[src/rtl/imix_pkg.sv]
package imix_pkg;
   localparam int NUM_CAT = 5;
   localparam int SEL_W   = 3;
   localparam int INSTR_W = 32;

   typedef enum logic [2:0] {
      CAT_MEM  = 3'd0,
      CAT_FP   = 3'd1,
      CAT_CTRL = 3'd2,
      CAT_SPEC = 3'd3,
      CAT_ALU  = 3'd4
   } cat_e;
endpackage

[src/rtl/imix_classifier.sv]
module imix_classifier
   import imix_pkg::*;
(
   input  logic [1:0] fmt,
   input  logic [2:0] op2,
   input  logic [5:0] op3,
   output cat_e       cat
);
   logic is_fp, is_jump, is_spec, is_bcc;

   always_comb begin
      is_fp   = (op3 == 6'h34) || (op3 == 6'h35);
      is_jump = (op3 == 6'h38) || (op3 == 6'h39);
      is_spec = (op3[5:2] == 4'b1010) || (op3[5:2] == 4'b1100) ||
                ((op3 >= 6'h3A) && (op3 <= 6'h3D));
      is_bcc  = (op2 == 3'b010) || (op2 == 3'b110) || (op2 == 3'b111);
   end

   always_comb begin
      cat = CAT_ALU;
      case (fmt)
         2'b11: cat = CAT_MEM;
         2'b01: cat = CAT_CTRL;
         2'b00: if (is_bcc) cat = CAT_CTRL;
         default: begin
            if (is_fp)        cat = CAT_FP;
            else if (is_jump) cat = CAT_CTRL;
            else if (is_spec) cat = CAT_SPEC;
         end
      endcase
   end
endmodule

[src/rtl/imix_gate.sv]
module imix_gate #(
   parameter int ADDR_W = 32
) (
   input  logic              clk,
   input  logic              rst_n,
   input  logic              start,
   input  logic              stop,
   input  logic              valid,
   input  logic              clr,
   input  logic [ADDR_W-1:0] pc,
   input  logic              range_en,
   input  logic [ADDR_W-1:0] lo,
   input  logic [ADDR_W-1:0] hi,
   output logic              run,
   output logic              count_en
);
   logic in_window;

   always_ff @(posedge clk) begin
      if (!rst_n)     run <= 1'b0;
      else if (stop)  run <= 1'b0;
      else if (start) run <= 1'b1;
   end

   always_comb begin
      in_window = !range_en || ((pc >= lo) && (pc <= hi));
      count_en  = run && valid && in_window && !clr;
   end
endmodule

[src/rtl/imix_sat_ctr.sv]
module imix_sat_ctr #(
   parameter int CNT_W    = 32,
   parameter bit SATURATE = 1'b1
) (
   input  logic             clk,
   input  logic             rst_n,
   input  logic             clr,
   input  logic             inc,
   output logic [CNT_W-1:0] cnt
);
   localparam logic [CNT_W-1:0] ONE = CNT_W'(1);

   generate
      if (SATURATE) begin : g_sat
         always_ff @(posedge clk) begin
            if (!rst_n || clr)            cnt <= '0;
            else if (inc && (cnt != '1))  cnt <= cnt + ONE;
         end
      end else begin : g_wrap
         always_ff @(posedge clk) begin
            if (!rst_n || clr) cnt <= '0;
            else if (inc)      cnt <= cnt + ONE;
         end
      end
   endgenerate
endmodule

[src/rtl/imix_counter.sv]
module imix_counter
   import imix_pkg::*;
#(
   parameter int ADDR_W   = 32,
   parameter int CNT_W    = 32,
   parameter bit SATURATE = 1'b1
) (
   input  logic               clk,
   input  logic               rst_n,
   input  logic               instr_valid,
   input  logic [INSTR_W-1:0] instr_word,
   input  logic [ADDR_W-1:0]  instr_pc,
   input  logic               start,
   input  logic               stop,
   input  logic               range_en,
   input  logic [ADDR_W-1:0]  range_lo,
   input  logic [ADDR_W-1:0]  range_hi,
   input  logic               clr,
   input  logic [SEL_W-1:0]   rd_sel,
   output logic [CNT_W-1:0]   rd_data
);
   generate
      if (CNT_W < 2 || CNT_W > 64) begin : g_bad_cnt_w
         $error("imix_counter: CNT_W must lie in 2..64");
      end
      if (ADDR_W < 1 || ADDR_W > 64) begin : g_bad_addr_w
         $error("imix_counter: ADDR_W must lie in 1..64");
      end
      if ((1 << SEL_W) < NUM_CAT) begin : g_bad_sel_w
         $error("imix_counter: SEL_W too narrow for NUM_CAT");
      end
   endgenerate

   cat_e                          cat;
   logic                          run_q;
   logic                          count_en;
   logic [NUM_CAT-1:0]            inc_vec;
   logic [NUM_CAT-1:0][CNT_W-1:0] cnt_q;
   logic                          unused_bits;

   assign unused_bits = ^{instr_word[29:25], instr_word[18:0]};

   imix_classifier u_cls (
      .fmt (instr_word[31:30]),
      .op2 (instr_word[24:22]),
      .op3 (instr_word[24:19]),
      .cat (cat)
   );

   imix_gate #(.ADDR_W(ADDR_W)) u_gate (
      .clk      (clk),
      .rst_n    (rst_n),
      .start    (start),
      .stop     (stop),
      .valid    (instr_valid),
      .clr      (clr),
      .pc       (instr_pc),
      .range_en (range_en),
      .lo       (range_lo),
      .hi       (range_hi),
      .run      (run_q),
      .count_en (count_en)
   );

   for (genvar i = 0; i < NUM_CAT; i++) begin : g_cat
      assign inc_vec[i] = count_en && (cat == cat_e'(i));

      imix_sat_ctr #(.CNT_W(CNT_W), .SATURATE(SATURATE)) u_ctr (
         .clk   (clk),
         .rst_n (rst_n),
         .clr   (clr),
         .inc   (inc_vec[i]),
         .cnt   (cnt_q[i])
      );
   end

   always_comb begin
      rd_data = '0;
      for (int i = 0; i < NUM_CAT; i++) begin
         if (rd_sel == SEL_W'(i)) rd_data = cnt_q[i];
      end
   end
endmodule

[config.mk]
export PLATFORM = sky130hd
export DESIGN_NAME = imix_counter
export DESIGN_NICKNAME = d
export VERILOG_FILES = /design/src/rtl/imix_pkg.sv /design/src/rtl/imix_classifier.sv /design/src/rtl/imix_gate.sv /design/src/rtl/imix_sat_ctr.sv /design/src/rtl/imix_counter.sv
export SDC_FILE = /design/constraint.sdc
export NUM_CORES = 1
export LEC_CHECK = 0
export CAP_MARGIN = 20
export CORE_MARGIN = 2
export CORE_UTILIZATION = 55
export DETAILED_ROUTE_END_ITERATION = 16
export PLACE_DENSITY = 0.83
export SLEW_MARGIN = 0
export SYNTH_ARGS = -nofsm -noshare
export SYNTH_HDL_FRONTEND = slang
export SYNTH_HIERARCHICAL = 1
export SYNTH_SLANG_ARGS = --single-unit
[constraint.sdc]
create_clock -name clk -period 5 [get_ports clk]
set_input_delay 0.5 -clock clk [delete_from_list [all_inputs] [get_ports clk]]
set_output_delay 0.5 -clock clk [all_outputs]
set_load 0.02 [all_outputs]
# Yosys cells after proc, flatten, opt, wreduce, memory -nomap -nowiden

Index checks and enable logic that the tools add are counted.

Reduce and logical (&&, ||, !) cells: 30
Magnitude comparators: 4
Eq/ne operators: 24
Add/sub/neg operators: 5
Multiplexer cells: 10
Bitwise gates (word level): 1

Operators by type and width:

| kind                                          | count |
|---|---|
| adder 32 x 1 -> 32 bit, second input constant | 5 |
| two-way mux 32 bit                            | 5 |
| inequality test 32 bit, second input constant | 5 |
| >= comparator 32 bit                          | 1 |
| <= comparator 32 bit                          | 1 |
| == test 6 bit, second input constant          | 4 |
| == test 3 x 2 -> 1 bit, second input constant | 5 |
| logical AND 1 bit                             | 15 |
| == test 3 bit, second input constant          | 4 |
| two-way mux 3 bit                             | 4 |
| case mux 3 bit (3 select lines)               | 1 |
| == test 4 bit, second input constant          | 2 |
| logical OR 1 bit                              | 8 |
| == test 3 x 1 -> 1 bit, second input constant | 2 |
| >= comparator 6 bit, second input constant    | 1 |
| <= comparator 6 bit, second input constant    | 1 |
| zero test 3 bit                               | 2 |
| zero test 1 bit                               | 3 |
| == test 2 x 1 -> 1 bit, second input constant | 1 |
| == test 2 bit, second input constant          | 1 |
| zero test 2 bit                               | 1 |
| OR reduction 2 bit                            | 1 |
| inverter 1 bit                                | 1 |

Flip-flop bits (word level): 161
Output and inout bits: 32
Bits of input ports: 138
Logic and storage cells: 80

# Depth between registers and ports, before layout

Depth in word-level cells: 10
Mapped depth: 15
Mapped depth without buffers: 14

# Modules after synthesis

Netlist, hierarchy kept.

By module, submodules not included:

| module          | cells each | sequential area each (sq um) | instances | area an instance (sq um) |
|---|---|---|---|---|
| imix_sat_ctr    | 195        | 640.6                        | 5         | 1667.8 |
| imix_gate       | 233        | 20.0                         | 1         | 1649.1 |
| imix_counter    | 195        | 0.0                          | 1         | 1347.5 |
| imix_classifier | 15         | 0.0                          | 1         | 105.1 |

# Least setup slack after synthesis

OpenSTA, ideal clock, no wires.

Path type: input port to flip-flop
Start: input range_hi[17]
End: register g_cat[2].u_ctr.cnt[26]
Buffers on the path: 0
Required time: 4930 ps
Path slack: 1110 ps
Arrival time: 3820 ps
Setup time: 70 ps
Stages on the path: 13
Cells stage by stage: inv_1 > ha_1 > a21o_1 > a211oi_2 > o32ai_1 > o21ai_0 > o211ai_1 > a311oi_1 > nor4bb_1 > nand4_2 > or4_4 > or3_1 > a21oi_1

Cells in the longest elaborated chain, start to end: 7

RTL lines:

| what                            | RTL line           | source |
|---|---|---|
| start, declared                 | imix_counter.sv:17 | `input logic [ADDR_W-1:0] range_hi,` |
| <= comparator 32 bit            | imix_gate.sv:26    | `in_window = !range_en \|\| ((pc >= lo) && (pc <= hi));` |
| logical AND 1 bit               | imix_gate.sv:26    |  |
| logical OR 1 bit                | imix_gate.sv:26    |  |
| logical AND 1 bit (2 in series) | imix_gate.sv:27    | `count_en = run && valid && in_window && !clr;` |
| net count_en                    | imix_counter.sv:36 | `logic count_en;` |
| logical AND 1 bit               | imix_counter.sv:66 | `assign inc_vec[i] = count_en && (cat == cat_e'(i));` |
| net inc_vec[2]                  | imix_counter.sv:37 | `logic [NUM_CAT-1:0] inc_vec;` |
| logical AND 1 bit               | imix_sat_ctr.sv:17 | `else if (inc && (cnt != '1)) cnt <= cnt + ONE;` |
| end signal, assigned            | imix_sat_ctr.sv:17 |  |
| end, declared                   | imix_sat_ctr.sv:9  | `output logic [CNT_W-1:0] cnt` |

The timed path passes the listed nets, and every way through them passes these cells.
A chain may end at the register's enable or synchronous reset.

# Worst setup path in the final report

Start: input range_hi[17]
End: register g_cat[2].u_ctr.cnt[23]

The elaborated chain is that of the path after synthesis.

==> flow_metrics.py <==
metrics = {
    "final_layout": {
        "regArea_mm2": 0.003223,
        "fin_cells": 1818,
        "final_nets": 1744,
        "diodes": 0,
        "area_delta_synth_final_pct": 18.62,
        "drive_above_1_share_pct": 8.398,
        "final_util_pct": 66.86,
        "multiInputGateArea_mm2": 0.007462,
        "n_fill_cell": 1683,
    },
    "logic_synthesis": {
        "syn-num-nets": 1625,
        "synth_flop_cell": "dfxtp_1",
        "syn_area_mm2": 0.01144,
        "synth-seq-cells": 161,
        "syn_inst": 1418,
        "yosysWarnings": 6,
        "synth_area_leaders": "dfxtp_1, ha_1, a21oi_1, nand2_1, nor2_1",
        "synthArstFlopShare_pct": 0,
        "synth.largest_area_cell": "dfxtp_1",
        "synth_top_area_share_pct": 28.17,
        "yosys-top-cells-count": "dfxtp_1, nand2_1, nor2_1",
        "synth-edff-count": 0,
        "synth.distinct_cells": 59,
        "seq_area_frac_synth_pct": 28.17,
        "syn_avg_cell_area_um2": 8.068,
        "yosysMostFrequentCell": "dfxtp_1",
    },
    "clocking": {
        "clk_pin_slew_worst_paths_ns": 0.07,
        "ctsResizeCount": 0,
        "cts_tree": "yes",
        "clk_latency_ns": 0.43,
        "clock_sinks": 161,
        "cts_buffer_depth": 2,
        "htreeDepth": 4,
        "post_cts_buffers": 0,
        "ctsHoldBuffers": 0,
        "cts_made_buffers": 17,
        "root_buffer": "clkbuf_16",
    },
    "sta": {
        "max_freq_mhz": 244.5,
        "rsz0062_at_grt": "false",
        "min_period_over_period_pct": 81.80,
        "skew_ns": 0.009094,
        "timing.final.max_slew_violations": 0,
        "finalSetupViolCount": 0,
        "fin_setup_tns_ns": 0,
        "finalHoldViolations": 0,
        "relSlewSlack_pct": 34.30,
        "tightest_slew_ns": 0.9774,
        "hold_ws_ns": 0.5064,
        "period_minus_slack_ns": 4.090,
    },
    "place": {
        "gp_congestion": 0.9162,
        "dp_cells": 1787,
        "io_buffers": 144,
        "hpwlAfterDp_mm": 25.66,
    },
    "worst_setup_path": {
        "critPathLaunchType": "input pin",
        "end_kind": "register",
        "cp_max_fo": 14,
        "cp.required_ns": 5.37,
        "arrival_ns": 4.46,
        "crit_type": "input pin to register",
    },
    "grt": {
        "grt_overflow": 0,
        "grt_usage_pct": 30.47,
        "grt_max_degree": 48,
        "grt_pass1_wl_mm": 54.63,
        "antenna_found_initial": 0,
        "first_global_vias": 11081,
    },
    "routing": {
        "via_per_inst": 6.554,
        "routed_wl_mm": 33.86,
        "via_count": 11915,
        "ant_nets": 0,
        "drc": 0,
        "drt_pass1_iterations": 6,
        "drt-wirelength-per-cell_um": 18.62,
        "drt_first_iter_violations": 1256,
    },
    "die": {
        "initial_utilization_pct": 56.36,
        "dieArea_mm2": 0.02197,
        "core_area_mm2": 0.02030,
        "std_cell_rows": 52,
        "ios": 170,
        "die_h_um": 148.2,
        "die_width_um": 148.2,
    },
    "status": {
        "run_status": "completed",
    },
    "pwr": {
        "p_leak_nw": 4.714,
        "ir_worst_vdd_v": 0.0001818,
        "powerDensity_mw_per_mm2": 222.0,
    },
    "run": {
        "max_cap_violations": 0,
    },
    "worst_hold_path": {
        "hold_path_class": "register to register",
    },
}
==> logic make-up (layout without fill, tap and decap cells) <==
kind of cell,Yosys count,count (layout),synth area share [%]
simple gates,599,599,29.98
compound gates,350,350,19.94
flops,161,161,28.17
buf+inv,147,277,6.627
fa+ha+maj,69,69,7.546
xor+xnor,60,60,4.593
mux,32,32,3.150
==> final timing paths <==
kind | from | to | cells after the start | slack [ns]
setup / recovery | range_hi[17] | g_cat[2].u_ctr/cnt[23]$_SDFFE_PP0P_ | 15 | 0.91
hold reg to reg | g_cat[4].u_ctr/cnt[27]$_SDFFE_PP0P_ | g_cat[4].u_ctr/cnt[27]$_SDFFE_PP0P_ | 2 | 0.51
hold / removal | g_cat[4].u_ctr/cnt[27]$_SDFFE_PP0P_ | g_cat[4].u_ctr/cnt[27]$_SDFFE_PP0P_ | 2 | 0.51
setup reg to reg | u_gate/run$_SDFFE_PP0P_ | g_cat[2].u_ctr/cnt[23]$_SDFFE_PP0P_ | 10 | 1.64
==> routing by layer <==
layer	global-route usage (%)	routed length (µm)	vias up
li1	-	-	5618
met1	38.16	13510	5575
met2	51.50	15840	620
met3	5.675	3164	102
met4	12.86	1341	0
met5	0	0	-
==> worst max-delay path: stages <==
cell,delay [ns]
clkdlybuf4s50_1,0.45
inv_1,0.04
ha_1,0.28
a21o_1,0.19
a211oi_2,0.20
o32ai_1,0.11
o21ai_0,0.21
o211ai_1,0.15
a311oi_1,0.53
nor4bb_1,0.43
buf_4,0.24
o21ai_1,0.21
buf_4,0.26
or4_1,0.51
a21oi_1,0.15
==> where the power goes <==
part	internal, mW	leakage (nW)	switching, mW	total (mW)
Sequential	1.28	1.30	0.000422	1.28
Combinational	0.170	3.13	0.176	0.346
Clock	0.845	0.290	0.539	1.38
==> cells in the final DEF, fill, tap and decap left out, types with 21 or more instances in the layout <==
master,n
a211oi_1,22
a21oi_1,112
a31oi_1,45
a32oi_1,32
and4_1,32
buf_4,21
clkdlybuf4s50_1,144
dfxtp_1,161
ha_1,69
inv_1,79
mux2_2,32
nand2_1,135
nand3_1,43
nand4_1,50
nor2_1,129
nor4_1,22
o211ai_1,23
o21ai_0,37
o31ai_1,45
or3_1,35
or4_1,50
xnor2_1,55
==> metrics by stage <==
| stage | setup WS (ns) | power [mW] | instance area (µm²) |
|---|---|---|---|
| floorplan | 1.110 | 1.488 | 11440 |
| finish | 0.9100 | 3.013 | 13570 |
| detailed placement | 0.5562 | 1.653 | 12960 |
| CTS | 0.9735 | 3.016 | 13560 |
| global placement | 0.5988 | 1.638 | 12910 |
| global route | 0.6438 | 3.110 | 13570 |
==> sequential cells by signal, indices dropped and copies added (netlist names) <==
register	cells
g_cat.u_ctr/cnt	160
u_gate/run	1
==> final cells by class <==
cell class,instances,share of cell area (%)
Clock inverter,9,1.162
Sequential cell,161,23.75
Tap cell,270,2.489
Timing Repair Buffer,168,12.11
Clock buffer,21,3.319
Multi-Input combinational cell,1110,54.98
Inverter,79,2.185
Note: power is estimated with default switching activity, not from simulation.
